## config.mk

```make
export PLATFORM = sky130hd
export DESIGN_NAME = lpc_io_master
export DESIGN_NICKNAME = d
export VERILOG_FILES = /design/src/rtl/lpc_io_pkg.sv /design/src/rtl/lpc_byte_fifo.sv /design/src/rtl/lpc_cycle_seq.sv /design/src/rtl/lpc_io_master.sv
export SDC_FILE = /design/constraint.sdc
export NUM_CORES = 1
export LEC_CHECK = 0
export CORE_MARGIN = 5
export CORE_UTILIZATION = 50
export DETAILED_ROUTE_END_ITERATION = 16
export GPL_TIMING_DRIVEN = 0
export PLACE_DENSITY = 0.72
export SLEW_MARGIN = 20
export SYNTH_ARGS = -nofsm -noshare
export SYNTH_HDL_FRONTEND = slang
export SYNTH_HIERARCHICAL = 1
export SYNTH_SLANG_ARGS = --single-unit
```

## constraint.sdc

```tcl
create_clock -name clk -period 3.1 [get_ports clk]
set_input_delay 0.62 -clock clk [delete_from_list [all_inputs] [get_ports clk]]
set_output_delay 0.62 -clock clk [all_outputs]
set_load 0.02 [all_outputs]
```

## src/rtl/lpc_io_pkg.sv

```systemverilog
package lpc_io_pkg;

  // Register byte offsets (software visible)
  localparam logic [7:0] OFS_GO   = 8'h00;
  localparam logic [7:0] OFS_STAT = 8'h04;
  localparam logic [7:0] OFS_INT  = 8'h08;
  localparam logic [7:0] OFS_LEN  = 8'h10;
  localparam logic [7:0] OFS_CMD  = 8'h14;
  localparam logic [7:0] OFS_ADR  = 8'h20;
  localparam logic [7:0] OFS_WDAT = 8'h24;
  localparam logic [7:0] OFS_RDAT = 8'h28;

  // Bus nibble codes
  localparam logic [3:0] NIB_START  = 4'h0;
  localparam logic [3:0] NIB_IO_WR  = 4'h2;
  localparam logic [3:0] NIB_IO_RD  = 4'h0;
  localparam logic [3:0] NIB_IDLE   = 4'hF;
  localparam logic [3:0] SYNC_READY = 4'h0;
  localparam logic [3:0] SYNC_FAULT = 4'hA;

  localparam int IO_ADDR_W = 16;

  typedef enum logic [3:0] {
    PH_IDLE, PH_START, PH_CT, PH_A3, PH_A2, PH_A1, PH_A0,
    PH_WD0, PH_WD1, PH_TA0, PH_TA1, PH_SYNC,
    PH_RD0, PH_RD1, PH_TB0, PH_TB1
  } phase_t;

  typedef enum logic [1:0] {CT_IDLE, CT_ISSUE, CT_WAIT} ctl_t;

  // Command word, bit 0 = write, [2:1] = cycle type, 3 = fixed address
  typedef struct packed {
    logic       fixed_adr;
    logic [1:0] kind;
    logic       wr;
  } cmd_t;

endpackage

```

## src/rtl/lpc_byte_fifo.sv

```systemverilog
module lpc_byte_fifo #(
  parameter int DEPTH = 8,
  parameter int W     = 8
) (
  input  logic         clk,
  input  logic         rst_n,
  input  logic         push,
  input  logic [W-1:0] din,
  input  logic         pop,
  input  logic         flush,
  output logic [W-1:0] dout,
  output logic         empty,
  output logic         full
);
  localparam int PW = (DEPTH > 1) ? $clog2(DEPTH) : 1;
  localparam int CW = $clog2(DEPTH + 1);

  logic [W-1:0]  mem [DEPTH];
  logic [PW-1:0] wp_q, rp_q, wp_nx, rp_nx;
  logic [CW-1:0] cnt_q, cnt_nx;
  logic          do_push, do_pop;

  assign empty   = (cnt_q == '0);
  assign full    = (cnt_q == CW'(DEPTH));
  assign do_push = push && !full;
  assign do_pop  = pop && !empty;
  assign dout    = empty ? '0 : mem[rp_q];

  function automatic logic [PW-1:0] step(input logic [PW-1:0] p);
    return (p == PW'(DEPTH - 1)) ? '0 : p + 1'b1;
  endfunction

  always_comb begin
    wp_nx  = wp_q;
    rp_nx  = rp_q;
    cnt_nx = cnt_q;
    if (flush) begin
      wp_nx  = '0;
      rp_nx  = '0;
      cnt_nx = '0;
    end else begin
      if (do_push) wp_nx = step(wp_q);
      if (do_pop)  rp_nx = step(rp_q);
      if (do_push && !do_pop) cnt_nx = cnt_q + 1'b1;
      else if (do_pop && !do_push) cnt_nx = cnt_q - 1'b1;
    end
  end

  always_ff @(posedge clk or negedge rst_n) begin
    if (!rst_n) begin
      wp_q  <= '0;
      rp_q  <= '0;
      cnt_q <= '0;
    end else begin
      wp_q  <= wp_nx;
      rp_q  <= rp_nx;
      cnt_q <= cnt_nx;
    end
  end

  always_ff @(posedge clk) begin
    if (do_push && !flush) mem[wp_q] <= din;
  end

endmodule

```

## src/rtl/lpc_cycle_seq.sv

```systemverilog
module lpc_cycle_seq
  import lpc_io_pkg::*;
#(
  parameter int SYNC_TMO = 32
) (
  input  logic                 clk,
  input  logic                 rst_n,
  input  logic                 go,
  input  logic                 wr,
  input  logic [IO_ADDR_W-1:0] io_addr,
  input  logic [7:0]           wbyte,
  input  logic [3:0]           lad_in,
  output logic                 lframe_n,
  output logic [3:0]           lad_out,
  output logic                 lad_oe,
  output logic                 done,
  output logic                 fail,
  output logic [7:0]           rbyte
);
  localparam int TW = $clog2(SYNC_TMO + 1);

  phase_t               ph_q, ph_nx;
  logic [IO_ADDR_W-1:0] a_q;
  logic [7:0]           w_q, r_q, r_nx;
  logic                 wr_q, ld;
  logic [TW-1:0]        t_q, t_nx;
  logic                 done_nx, fail_nx;

  // Next-state logic
  always_comb begin
    ph_nx   = ph_q;
    t_nx    = t_q;
    r_nx    = r_q;
    done_nx = 1'b0;
    fail_nx = 1'b0;
    ld      = 1'b0;
    unique case (ph_q)
      PH_IDLE: if (go) begin ph_nx = PH_START; ld = 1'b1; end
      PH_START: ph_nx = PH_CT;
      PH_CT:    ph_nx = PH_A3;
      PH_A3:    ph_nx = PH_A2;
      PH_A2:    ph_nx = PH_A1;
      PH_A1:    ph_nx = PH_A0;
      PH_A0:    ph_nx = wr_q ? PH_WD0 : PH_TA0;
      PH_WD0:   ph_nx = PH_WD1;
      PH_WD1:   ph_nx = PH_TA0;
      PH_TA0:   ph_nx = PH_TA1;
      PH_TA1: begin ph_nx = PH_SYNC; t_nx = '0; end
      PH_SYNC: begin
        if (lad_in == SYNC_READY) begin
          ph_nx = wr_q ? PH_TB0 : PH_RD0;
        end else if (lad_in == SYNC_FAULT || t_q == TW'(SYNC_TMO - 1)) begin
          ph_nx   = PH_IDLE;
          done_nx = 1'b1;
          fail_nx = 1'b1;
        end else begin
          t_nx = t_q + 1'b1;
        end
      end
      PH_RD0: begin r_nx[3:0] = lad_in; ph_nx = PH_RD1; end
      PH_RD1: begin r_nx[7:4] = lad_in; ph_nx = PH_TB0; end
      PH_TB0:   ph_nx = PH_TB1;
      PH_TB1: begin ph_nx = PH_IDLE; done_nx = 1'b1; end
      default:  ph_nx = PH_IDLE;
    endcase
  end

  always_ff @(posedge clk or negedge rst_n) begin
    if (!rst_n) begin
      ph_q <= PH_IDLE;
      t_q  <= '0;
      r_q  <= '0;
      done <= 1'b0;
      fail <= 1'b0;
    end else begin
      ph_q <= ph_nx;
      t_q  <= t_nx;
      r_q  <= r_nx;
      done <= done_nx;
      fail <= fail_nx;
    end
  end

  // Per-byte operands, loaded only on launch
  always_ff @(posedge clk) begin
    if (ld) begin
      a_q  <= io_addr;
      w_q  <= wbyte;
      wr_q <= wr;
    end
  end

  // Pin decode from the phase register
  always_comb begin
    lframe_n = 1'b1;
    lad_oe   = 1'b1;
    lad_out  = NIB_IDLE;
    unique case (ph_q)
      PH_START: begin lframe_n = 1'b0; lad_out = NIB_START; end
      PH_CT:    lad_out = wr_q ? NIB_IO_WR : NIB_IO_RD;
      PH_A3:    lad_out = a_q[15:12];
      PH_A2:    lad_out = a_q[11:8];
      PH_A1:    lad_out = a_q[7:4];
      PH_A0:    lad_out = a_q[3:0];
      PH_WD0:   lad_out = w_q[3:0];
      PH_WD1:   lad_out = w_q[7:4];
      PH_TA0:   lad_out = NIB_IDLE;
      default:  lad_oe  = 1'b0;
    endcase
  end

  assign rbyte = r_q;

endmodule

```

## src/rtl/lpc_io_master.sv

```systemverilog
module lpc_io_master
  import lpc_io_pkg::*;
#(
  parameter int FIFO_DEPTH = 8,
  parameter int LEN_W      = 8,
  parameter int SYNC_TMO   = 32
) (
  input  logic        clk,
  input  logic        rst_n,
  input  logic        reg_wr,
  input  logic        reg_rd,
  input  logic [7:0]  reg_addr,
  input  logic [31:0] reg_wdata,
  output logic [31:0] reg_rdata,
  output logic        irq,
  output logic        lframe_n,
  output logic [3:0]  lad_out,
  output logic        lad_oe,
  input  logic [3:0]  lad_in
);
  localparam int AW = IO_ADDR_W;

  // Reset release synchronizer
  logic [1:0] rs_q;
  logic       rst_i_n;
  always_ff @(posedge clk or negedge rst_n) begin
    if (!rst_n) rs_q <= 2'b00;
    else        rs_q <= {rs_q[0], 1'b1};
  end
  assign rst_i_n = rs_q[1];

  ctl_t             cs_q, cs_nx;
  cmd_t             cmd_q;
  logic [LEN_W-1:0] len_q, rem_q, rem_nx;
  logic [AW-1:0]    adr_q, cur_q, cur_nx;
  logic             irq_q, irq_nx, ok_q, ok_nx;
  logic             busy;

  logic             hit_go, cfg_en, cmd_we, len_we, adr_we;
  logic             wf_push, wf_pop, wf_flush, wf_empty, wf_full;
  logic             rf_push, rf_pop, rf_flush, rf_empty, rf_full;
  logic [7:0]       wf_dout, rf_dout;
  logic             seq_go, seq_done, seq_fail;
  logic [7:0]       seq_rbyte;

  assign busy    = (cs_q != CT_IDLE);
  assign hit_go  = reg_wr && (reg_addr == OFS_GO) && reg_wdata[0];
  assign cfg_en  = reg_wr && !busy;
  assign cmd_we  = cfg_en && (reg_addr == OFS_CMD);
  assign len_we  = cfg_en && (reg_addr == OFS_LEN);
  assign adr_we  = cfg_en && (reg_addr == OFS_ADR);
  assign wf_push = cfg_en && (reg_addr == OFS_WDAT);
  assign rf_pop  = reg_rd && (reg_addr == OFS_RDAT);

  // Transfer controller: next state
  always_comb begin
    cs_nx    = cs_q;
    rem_nx   = rem_q;
    cur_nx   = cur_q;
    irq_nx   = irq_q;
    ok_nx    = ok_q;
    seq_go   = 1'b0;
    wf_pop   = 1'b0;
    wf_flush = 1'b0;
    rf_flush = 1'b0;
    rf_push  = 1'b0;
    if (reg_wr && (reg_addr == OFS_INT) && reg_wdata[1]) irq_nx = 1'b0;
    unique case (cs_q)
      CT_IDLE: begin
        if (hit_go && (len_q != '0)) begin
          if (cmd_q.kind != 2'b00) begin
            irq_nx = 1'b1;
            ok_nx  = 1'b0;
          end else begin
            cs_nx    = CT_ISSUE;
            rem_nx   = len_q;
            cur_nx   = adr_q;
            ok_nx    = 1'b0;
            rf_flush = !cmd_q.wr;
          end
        end
      end
      CT_ISSUE: begin
        seq_go = 1'b1;
        wf_pop = cmd_q.wr;
        cs_nx  = CT_WAIT;
      end
      CT_WAIT: begin
        if (seq_done) begin
          if (seq_fail) begin
            cs_nx    = CT_IDLE;
            irq_nx   = 1'b1;
            ok_nx    = 1'b0;
            wf_flush = 1'b1;
          end else begin
            rf_push = !cmd_q.wr;
            if (rem_q == LEN_W'(1)) begin
              cs_nx    = CT_IDLE;
              irq_nx   = 1'b1;
              ok_nx    = 1'b1;
              wf_flush = 1'b1;
            end else begin
              rem_nx = rem_q - 1'b1;
              cur_nx = cur_q + AW'(!cmd_q.fixed_adr);
              cs_nx  = CT_ISSUE;
            end
          end
        end
      end
      default: cs_nx = CT_IDLE;
    endcase
  end

  always_ff @(posedge clk or negedge rst_i_n) begin
    if (!rst_i_n) begin
      cs_q  <= CT_IDLE;
      rem_q <= '0;
      cur_q <= '0;
      irq_q <= 1'b0;
      ok_q  <= 1'b0;
    end else begin
      cs_q  <= cs_nx;
      rem_q <= rem_nx;
      cur_q <= cur_nx;
      irq_q <= irq_nx;
      ok_q  <= ok_nx;
    end
  end

  // Configuration registers, enabled only while idle
  always_ff @(posedge clk or negedge rst_i_n) begin
    if (!rst_i_n) begin
      cmd_q <= '0;
      len_q <= '0;
      adr_q <= '0;
    end else begin
      if (cmd_we) cmd_q <= cmd_t'(reg_wdata[3:0]);
      if (len_we) len_q <= reg_wdata[LEN_W-1:0];
      if (adr_we) adr_q <= reg_wdata[AW-1:0];
    end
  end

  // Register read mux
  always_comb begin
    reg_rdata = '0;
    if (reg_rd) begin
      unique case (reg_addr)
        OFS_STAT: reg_rdata = {30'd0, ok_q, !busy};
        OFS_INT:  reg_rdata = {30'd0, irq_q, 1'b0};
        OFS_LEN:  reg_rdata = 32'(len_q);
        OFS_CMD:  reg_rdata = 32'(cmd_q);
        OFS_ADR:  reg_rdata = 32'(adr_q);
        OFS_RDAT: reg_rdata = 32'(rf_dout);
        default:  reg_rdata = '0;
      endcase
    end
  end

  assign irq = irq_q;

  lpc_byte_fifo #(.DEPTH(FIFO_DEPTH), .W(8)) u_wbuf (
    .clk(clk), .rst_n(rst_i_n), .push(wf_push), .din(reg_wdata[7:0]),
    .pop(wf_pop), .flush(wf_flush), .dout(wf_dout),
    .empty(wf_empty), .full(wf_full)
  );

  lpc_byte_fifo #(.DEPTH(FIFO_DEPTH), .W(8)) u_rbuf (
    .clk(clk), .rst_n(rst_i_n), .push(rf_push), .din(seq_rbyte),
    .pop(rf_pop), .flush(rf_flush), .dout(rf_dout),
    .empty(rf_empty), .full(rf_full)
  );

  lpc_cycle_seq #(.SYNC_TMO(SYNC_TMO)) u_seq (
    .clk(clk), .rst_n(rst_i_n), .go(seq_go), .wr(cmd_q.wr),
    .io_addr(cur_q), .wbyte(wf_dout), .lad_in(lad_in),
    .lframe_n(lframe_n), .lad_out(lad_out), .lad_oe(lad_oe),
    .done(seq_done), .fail(seq_fail), .rbyte(seq_rbyte)
  );

endmodule

```

==> impl_metrics.tcl, run 1 <==
set metrics [dict create \
    outcome "finished with violations" \
    failing_checks "negative setup slack" \
    worstSetupStartpoint "u_rbuf/rp_q[0]$_DFFE_PN0P_" \
    cap_violations 0 \
    detail_route.wirelength_um 28000 \
    count_of_placed_standard_cells_in_the_final_layout_fillers_left_out 1367 \
    drv_slew 0 \
    worst_slew_margin_rel 0.384 \
    drt_pass1_iterations 5 \
    drt-wirelength-per-cell_um 20.5 \
    ioPinCount 87 \
    overflow 0 \
    grt_setup_unrepaired "true" \
    fmax_mhz 312 \
    fin_crit_sh 1.03 \
    cp-end-kind "output pin" \
    place_ws_ps -1140 \
    floorplan.initialDensity 0.508 \
    pin_count_of_the_biggest_net_entering_global_routing 52 \
    first_global_vias 7858 \
    post_synth.cell_area_avg_um2 13.1 \
    seq_power_share 0.437 \
    highest_ir_drop_seen_on_vdd_v 0.000529 \
    hp-class "in -> async" \
    clock_tree_from_tritoncts "yes" \
    dp_hpwl_um 19100 \
    pwr-share-comb 0.277 \
    p_leak_nw 5.32 \
    finish.net_count 1095 \
    worst_setup_hold_path_clk_slew_ps 60 \
    yosysWarningCount 6 \
    cts_buffers 26 \
    worst_pin_slew_ps 919 \
    power_per_cell_area_nw_per_um2 742 \
    layout.core_utilization 0.608 \
    overall_die_area_um2 27000 \
    dieWidth_um 164 \
    worst-setup-path-type "reg -> out" \
    post-route-min-period_ps 3200 \
    grt_first_pass_wirelength_um 44400 \
    synthesis.area_um2 11900 \
    clock_power_share 0.286 \
    fin_worst_skew_ps 25.0 \
    detailedRoute.firstIterationViolations 790 \
    post_route_cells_drive_above_1_share 0.242 \
    clkLatencyLatePin_ps 540 \
    holdBufCountCts 0 \
    route.detailed.drc 0 \
    post_drt_via_cell_ratio 5.81 \
    fin_area_um2 14300 \
    antenna_found_initial 0 \
    core_area_um2 23500 \
    dp.cells 1300 \
    timing.rr.start "len_q[0]$_DFFE_PN0P_" \
    setup_viol 7 \
    critPathRequiredTime_ps 2480 \
    count_of_h_tree_levels_built_during_cts 1 \
    p_sw_frac 0.336 \
    grtUsageTotal 0.211 \
    clock_path_buffers 3 \
    worst_setup_path_start_kind "flop" \
    netlist_instances 912 \
    remaining_number_of_nets_flagged_by_the_antenna_check_after_routing 0 \
    cts.sinks 251 \
    vias 7940 \
    critPathArrivalTime_ps 2580 \
    n_fill_cell 1808 \
    p_switching_w 0.00356 \
    postPlaceCellArea_um2 13000 \
    report.power.total_w 0.0106 \
    final_hold_viol_count 0 \
    worst_slack_ps -102 \
    floorplan.rows 56 \
    area_growth_syn_to_layout_pct 19.6 \
    ctsRootBufferMaster "clkbuf_16" \
    power_report.internal_total_w 0.00702 \
    maximum_fanout_along_the_worst_path 5 \
    numPortBuffers 53 \
    antenna_diodes 0 \
    die-height_um 164 \
    globalplace.congestion 0.929 \
]
==> cell usage in the layout (no fill, tap or decap), drive strengths merged, types with 17 or more instances in the layout <==
cell and count:
a21oi 51, a31oi 19, buf 71, clkbuf 46, clkdlybuf4s50 27, conb 17
dfrtp 98, edfxtp 153, ha 17, inv 21, mux2 37, mux2i 26
mux4 34, nand2 63, nand3 26, nor2 73, o21ai 37
==> critical path, stage by stage, from the launching register on <==
cell and delay (ps):
dfrtp_1 370, buf_8 140, buf_6 120, mux4_2 530
mux2i_2 200, nor2_1 100, a22oi_1 200, nor2_1 60
a21oi_1 120, nor2_1 60, buf_2 150
==> layer usage <==
| metal | vias up | part of all wire | GRT usage |
|---|---|---|---|
| li1 | 3702 | - | - |
| met3 | 49 | 0.048 | 0.0294 |
| met4 | 0 | 0.029 | 0.0605 |
| met1 | 3976 | 0.41 | 0.283 |
| met5 | - | 0 | 0 |
| met2 | 213 | 0.51 | 0.364 |
==> layout make-up <==
cell class                      instances  area, µm²  share of cell area
Timing Repair Buffer                   75        737              0.0517
Tap cell                              319        399              0.0280
Sequential cell                       251       7050               0.494
Clock inverter                         15        145              0.0102
Multi-Input combinational cell        599       4810               0.337
Buffer                                 55        358              0.0251
Clock buffer                           33        687              0.0482
Inverter                               20       75.1             0.00526
==> repair_timing <==
| item | CTS | global route |
|---|---|---|
| gates resized for setup | 103 | 27 |
| endpoints found under the setup margin | 118 | 107 |
| cloned | 1 | 0 |
| buffers inserted | 15 | 5 |
| pin swaps | 11 | 6 |
| hold endpoints to repair | 0 | 0 |
==> state kept, by name (all words and copies together), names as in the netlist, 4 cells and up <==
signal	cells
u_seq/a_q	16
u_seq/w_q	8
u_rbuf/cnt_q	4
u_seq/rbyte	8
rem_q	8
u_seq/ph_q	4
u_seq/t_q	6
cmd_q	4
len_q	8
u_wbuf/mem	64
u_rbuf/mem	64
adr_q	16
cur_q	16
u_wbuf/cnt_q	4
==> power groups by stage <==
stage / clock (W) / sequential (W) / combinational, W
after global routing: 0.00324 / 0.00469 / 0.00325
after detailed placement: 0 / 0.00468 / 0.00283
after CTS: 0.00309 / 0.00462 / 0.00288
final: 0.00303 / 0.00463 / 0.00293
after floorplan: 0 / 0.00448 / 0.00208
after global placement: 0 / 0.00465 / 0.00276
==> path summary, 6_finish.rpt <==
kind | end | slack, ps | cells past startpoint
min in group clk | rs_q[1]$_DFF_PN0_ | 350 | 0
max in group asynchronous | u_seq/t_q[1]$_DFFE_PN0P_ | 2010 | 1
worst max-delay path | reg_rdata[7] | -100 | 10
worst min register to register | rs_q[1]$_DFF_PN0_ | 350 | 0
worst max register to register | u_rbuf/mem[1][0]$_DFFE_PP_ | 190 | 6
worst min-delay path | rs_q[1]$_DFF_PN0_ | 230 | 1
==> through the flow <==
| step | setup TNS (ps) | hold WS (ps) |
|---|---|---|
| floorplan | 0 | 324 |
| global placement | -195730 | 337 |
| detailed placement | -93050 | 336 |
| CTS | -629 | 221 |
| global route | -1210 | 244 |
| finish | -500 | 234 |
(Power assumes the default switching activity.)
==> run 2: changes to the inputs <==
--- a/config.mk
+++ b/config.mk
@@ -6,10 +6,10 @@
 export NUM_CORES = 1
 export LEC_CHECK = 0
 export CORE_MARGIN = 5
-export CORE_UTILIZATION = 50
+export CORE_UTILIZATION = 45
 export DETAILED_ROUTE_END_ITERATION = 16
 export GPL_TIMING_DRIVEN = 0
-export PLACE_DENSITY = 0.72
+export PLACE_DENSITY = 0.68
 export SLEW_MARGIN = 20
 export SYNTH_ARGS = -nofsm -noshare
 export SYNTH_HDL_FRONTEND = slang
==> run 2 against run 1 <==
  * The run still ends with negative setup slack left
  * Core utilization shrank 5.6 points
  * Die area grew 10%
  * Design area grew 0.84%
  * Non-clock buffer count grew 3
  * Clock power grew 2%
  * Register-to-register slack gained 20 ps
  * Largest cell class unchanged
  * Sequential cell count is the same
  * Critical path depth is the same
  * Count of clock-buffer cells in the layout shrank 1
  * Critical path type unchanged
==> impl_metrics.tcl, run 2 (same netlist as run 1, synthesis figures left out) <==
set metrics [dict create \
    outcome "finished with violations" \
    failing_checks "negative setup slack" \
    detailedRoute.firstIterationViolations 623 \
    grt_first_pass_wirelength_um 44800 \
    cp-end-kind "output pin" \
    numPortBuffers 53 \
    clkLatencyLatePin_ps 530 \
    fin_setup_tns_ps -567 \
    globalplace.congestion 0.890 \
    clock_power_share 0.290 \
    worst_setup_path_start_kind "flop" \
    drt_pass1_iterations 5 \
    worst_setup_hold_path_clk_slew_ps 70 \
    place_ws_ps -1170 \
    die-height_um 173 \
    drt-wirelength-per-cell_um 20.4 \
    overflow 0 \
    worst-setup-path-type "reg -> out" \
    cts_buffers 26 \
    multiInputGateArea_um2 4830 \
    grtUsageTotal 0.184 \
    worst_pin_slew_ps 1070 \
    maximum_fanout_along_the_worst_path 5 \
    ioPinCount 87 \
    pwr-share-comb 0.277 \
    floorplan.rows 59 \
    holdBufCountCts 0 \
    seq_power_share 0.432 \
    dieWidth_um 173 \
    final_hold_viol_count 0 \
    post-route-min-period_ps 3260 \
    reg.largest.list "u_rbuf/mem: 64 flops, u_wbuf/mem: 64 flops" \
    p_switching_w 0.00358 \
    grt_setup_unrepaired "true" \
    area_growth_syn_to_layout_pct 20.6 \
    mostFrequentLayoutCell "edfxtp_1" \
    drv_slew 0 \
    critPathArrivalTime_ps 2640 \
    cap_violations 0 \
    layout_common_cells "edfxtp_1, dfrtp_1, nand2_1" \
    count_of_placed_standard_cells_in_the_final_layout_fillers_left_out 1386 \
    clock_path_buffers 3 \
    report.power.total_w 0.0106 \
    finish.net_count 1098 \
    fmax_mhz 307 \
    ctsRootBufferMaster "clkbuf_16" \
    floorplan.initialDensity 0.458 \
    critPathRequiredTime_ps 2480 \
    pin_count_of_the_biggest_net_entering_global_routing 55 \
    power_report.internal_total_w 0.00706 \
    hp-class "reg -> async" \
    first_global_vias 7955 \
    route.detailed.drc 0 \
    vias 8087 \
    worst_slew_margin_rel 0.280 \
    post_drt_via_cell_ratio 5.83 \
    seq_area_um2 7050 \
    detail_route.wirelength_um 28300 \
    fin_worst_skew_ps 14.8 \
    count_of_h_tree_levels_built_during_cts 1 \
    remaining_number_of_nets_flagged_by_the_antenna_check_after_routing 0 \
    setup_viol 6 \
    highest_ir_drop_seen_on_vdd_v 0.000605 \
    worst_slack_ps -158 \
    p_leak_nw 5.33 \
    overall_die_area_um2 29800 \
    power_per_cell_area_nw_per_um2 740 \
    clock_tree_from_tritoncts "yes" \
    antenna_found_initial 0 \
    dp_hpwl_um 19700 \
    n_fill_cell 2135 \
    fin_crit_sh 1.05 \
    cts.sinks 251 \
    antenna_diodes 0 \
    core_area_um2 26100 \
    post_route_cells_drive_above_1_share 0.257 \
    p_sw_frac 0.337 \
    dp.cells 1317 \
]
-- run 2: layer usage --
metal | track usage | up-vias | share of wire
met4 | 0.0740 | 0 | 0.041
met3 | 0.0338 | 56 | 0.064
met5 | 0 | - | 0
met1 | 0.256 | 4036 | 0.43
li1 | - | 3714 | -
met2 | 0.290 | 281 | 0.47
-- run 2: final timing paths --
kind	start	to	slack, ps	cells past startpoint
worst max-delay path	u_rbuf/rp_q[0]$_DFFE_PN0P_	reg_rdata[7]	-160	10
worst min-delay path	rs_q[1]$_DFF_PN0_	adr_q[9]$_DFFE_PN0P_	170	0
worst max register to register	len_q[0]$_DFFE_PN0P_	u_rbuf/mem[4][3]$_DFFE_PP_	210	6
worst min register to register	rs_q[1]$_DFF_PN0_	adr_q[9]$_DFFE_PN0P_	170	0
max in group asynchronous	rs_q[1]$_DFF_PN0_	u_seq/t_q[2]$_DFFE_PN0P_	2150	2
min in group clk	rs_q[0]$_DFF_PN0_	rs_q[1]$_DFF_PN0_	360	0
-- run 2: per-stage QoR --
step / util / hold slack (ps) / area, µm²
after global placement: 0.496 / 335 / 12900
after floorplan: - / 324 / 12000
final: 0.552 / 168 / 14400
after detailed placement: 0.499 / 177 / 13000
after global routing: 0.552 / 190 / 14400
after CTS: 0.548 / 181 / 14300
-- run 2: area by class of cell --
cell class	instances	share of cell area
clock inverter	16	0.00896
buffer	55	0.0253
tap	335	0.0291
timing repair buffer	78	0.0540
sequential	251	0.490
inverter	20	0.00522
clock buffer	32	0.0512
multi-input combinational	599	0.336
-- run 2: repair_timing --
action,in CTS,in global routing
gates cloned,1,0
setup endpoints to repair,110,132
setup buffers,17,5
gates resized for setup,113,39
pin swaps,12,9
-- run 2: worst max-delay path, cell delays in order, from the launching register on --
cell	delay [ps]
dfrtp_1	380
buf_8	130
buf_12	120
mux4_2	550
mux2i_4	230
nor2_2	70
a22oi_1	190
nor2_1	60
a21oi_1	160
nor2_2	80
buf_6	130
-- run 2: power groups by stage --
stage	Combinational [W]	Clock (W)	Sequential, W
after global placement	0.00278	0	0.00465
after floorplan	0.00208	0	0.00448
after CTS	0.00290	0.00316	0.00459
final	0.00295	0.00309	0.00460
after global routing	0.00325	0.00329	0.00466
after detailed placement	0.00287	0	0.00465
==> run 3: changes to the inputs <==
--- a/config.mk
+++ b/config.mk
@@ -5,7 +5,6 @@
 export SDC_FILE = /design/constraint.sdc
 export NUM_CORES = 1
 export LEC_CHECK = 0
-export CORE_MARGIN = 5
 export CORE_UTILIZATION = 45
 export DETAILED_ROUTE_END_ITERATION = 16
 export GPL_TIMING_DRIVEN = 0
==> run 3 against run 2 <==
  * Hold slack worse by 25 ps
  * Critical path depth stayed put
  * Die area is 9.0% lower
  * Final cell count is 0.29% lower
  * Sequential cell count stayed put
  * First-iteration DRC count is 17% higher
  * Design area is 0.31% lower
  * The flow still finishes with violations (negative setup slack)
  * Maximum frequency is 0.33% higher
  * Clock power is 13% higher
  * Sequential power hardly changed
  * Via count is 0.40% higher
==> impl_metrics.tcl, run 3 (same netlist as run 1, synthesis figures left out) <==
set metrics [dict create \
    worst-setup-path-type "reg -> out" \
    die-height_um 165 \
    overall_die_area_um2 27100 \
    mostFrequentLayoutCell "edfxtp_1" \
    drv_slew 0 \
    core_area_um2 26100 \
    dp.cells 1317 \
    post-route-min-period_ps 3250 \
    critPathArrivalTime_ps 2630 \
    count_of_placed_standard_cells_in_the_final_layout_fillers_left_out 1382 \
    floorplan.initialDensity 0.458 \
    reg.largest.list "u_rbuf/mem: 64 flops, u_wbuf/mem: 64 flops" \
    clock_path_buffers 3 \
    worst_slew_margin_rel 0.274 \
    drt-wirelength-per-cell_um 20.6 \
    detailedRoute.firstIterationViolations 728 \
    layout_common_cells "edfxtp_1, dfrtp_1, nand2_1" \
    power_per_cell_area_nw_per_um2 773 \
    worst_slack_ps -147 \
    area_growth_syn_to_layout_pct 20.2 \
    detail_route.wirelength_um 28500 \
    dp_hpwl_um 19400 \
    overflow 0 \
    hp-class "reg -> async" \
    holdBufCountCts 0 \
    fin_worst_skew_ps 26.0 \
    outcome "finished with violations" \
    p_leak_nw 5.32 \
    fmax_mhz 308 \
    clkLatencyLatePin_ps 540 \
    cap_violations 0 \
    fin_crit_sh 1.05 \
    ctsRootBufferMaster "clkbuf_16" \
    post_route_cells_drive_above_1_share 0.249 \
    worst-r2r-setup-slack_ps 200 \
    post_drt_via_cell_ratio 5.87 \
    critPathRequiredTime_ps 2480 \
    grt_first_pass_wirelength_um 43800 \
    setup_viol 7 \
    vias 8119 \
    numPortBuffers 53 \
    worst_setup_hold_path_clk_slew_ps 70 \
    grtUsageTotal 0.212 \
    first_global_vias 7665 \
    remaining_number_of_nets_flagged_by_the_antenna_check_after_routing 0 \
    antenna_found_initial 0 \
    cts.sinks 251 \
    fin_setup_tns_ps -730 \
    floorplan.rows 59 \
    dieWidth_um 165 \
    count_of_h_tree_levels_built_during_cts 1 \
    ioPinCount 87 \
    worst_pin_slew_ps 1080 \
    pin_count_of_the_biggest_net_entering_global_routing 53 \
    drt_pass1_iterations 7 \
    antenna_diodes 0 \
    clock_tree_from_tritoncts "yes" \
    maximum_fanout_along_the_worst_path 8 \
    failing_checks "negative setup slack" \
    cts_buffers 27 \
    finish.net_count 1093 \
    worst_setup_path_start_kind "flop" \
    final_hold_viol_count 0 \
    cp-end-kind "output pin" \
    worst_r2r_path_depth 11 \
    route.detailed.drc 0 \
    grt_setup_unrepaired "true" \
    highest_ir_drop_seen_on_vdd_v 0.000574 \
    globalplace.congestion 0.875 \
]
## run 3: changes by cell type in the layout (fill, tap and decap cells not counted), sizes merged, moves of 4 or more
cell | previous run | this run
clkdlybuf4s15 | 4 | 11
buf | 70 | 65
clkbuf | 52 | 46
bufinv | 1 | 6
dlygate4sd2 | 11 | 7
## run 3: where the power goes
group / switching [W] / total, W / internal, W
sequential: 0.000528 / 0.00462 / 0.00409
clock: 0.00135 / 0.00348 / 0.00213
combinational: 0.00182 / 0.00299 / 0.00117
total: 0.00369 / 0.0111 / 0.00740
## run 3: layout make-up
class	count	area, µm²
Timing Repair Buffer	72	692
Clock inverter	20	274
Clock buffer	30	697
Fill cell	2089	11700
Buffer	55	360
Multi-Input combinational cell	599	4770
Sequential cell	251	7050
Inverter	20	75.1
Tap cell	335	419
## run 3: critical path: stages, from the launching register on
cell	delay, ps
dfrtp_1	370
buf_8	130
buf_12	130
mux4_2	550
mux2i_4	200
nor2_2	60
a22oi_1	190
nor2_1	100
a21oi_1	130
nor2_1	70
buf_4	160
## run 3: final timing paths
| kind | endpoint | from |
|---|---|---|
| min in group clk | rs_q[1]$_DFF_PN0_ | rs_q[0]$_DFF_PN0_ |
| min reg2reg | u_rbuf/cnt_q[2]$_DFFE_PN0P_ | rs_q[1]$_DFF_PN0_ |
| max | reg_rdata[5] | u_rbuf/rp_q[0]$_DFFE_PN0P_ |
| max in group asynchronous | u_seq/t_q[0]$_DFFE_PN0P_ | rs_q[1]$_DFF_PN0_ |
| min | u_rbuf/cnt_q[2]$_DFFE_PN0P_ | rs_q[1]$_DFF_PN0_ |
| max reg2reg | u_wbuf/cnt_q[3]$_DFFE_PN0P_ | cs_q[1]$_DFFE_PN0P_ |
## run 3: layer usage
layer / GRT usage / share of wire / up-vias / routed length [µm]
li1: - / - / 3705 / -
met1: 0.311 / 0.45 / 4054 / 12700
met2: 0.328 / 0.46 / 316 / 13200
met3: 0.0271 / 0.060 / 44 / 1720
met4: 0.0705 / 0.029 / 0 / 819
met5: 0 / 0 / - / 0
## run 3: timing repair
item,in CTS,in global routing
endpoints found under the hold margin,0,0
pin swaps,8,8
cloned,0,0
buffers inserted,12,5
setup endpoints to repair,142,150
resized for setup,103,35
## run 3: metrics by stage
stage          setup WS [ps]  instance area [µm²]  hold slack [ps]   util  total power (W)
6_report                -147                14300              143  0.550           0.0111
5_1_grt                 -267                14300              161  0.550           0.0116
4_1_cts                 -176                14200              153  0.546           0.0111
3_5_place_dp           -1220                13000              155  0.499          0.00753
3_3_place_gp           -1260                12900              335  0.496          0.00745
2_1_floorplan           70.4                12000              324      -          0.00656
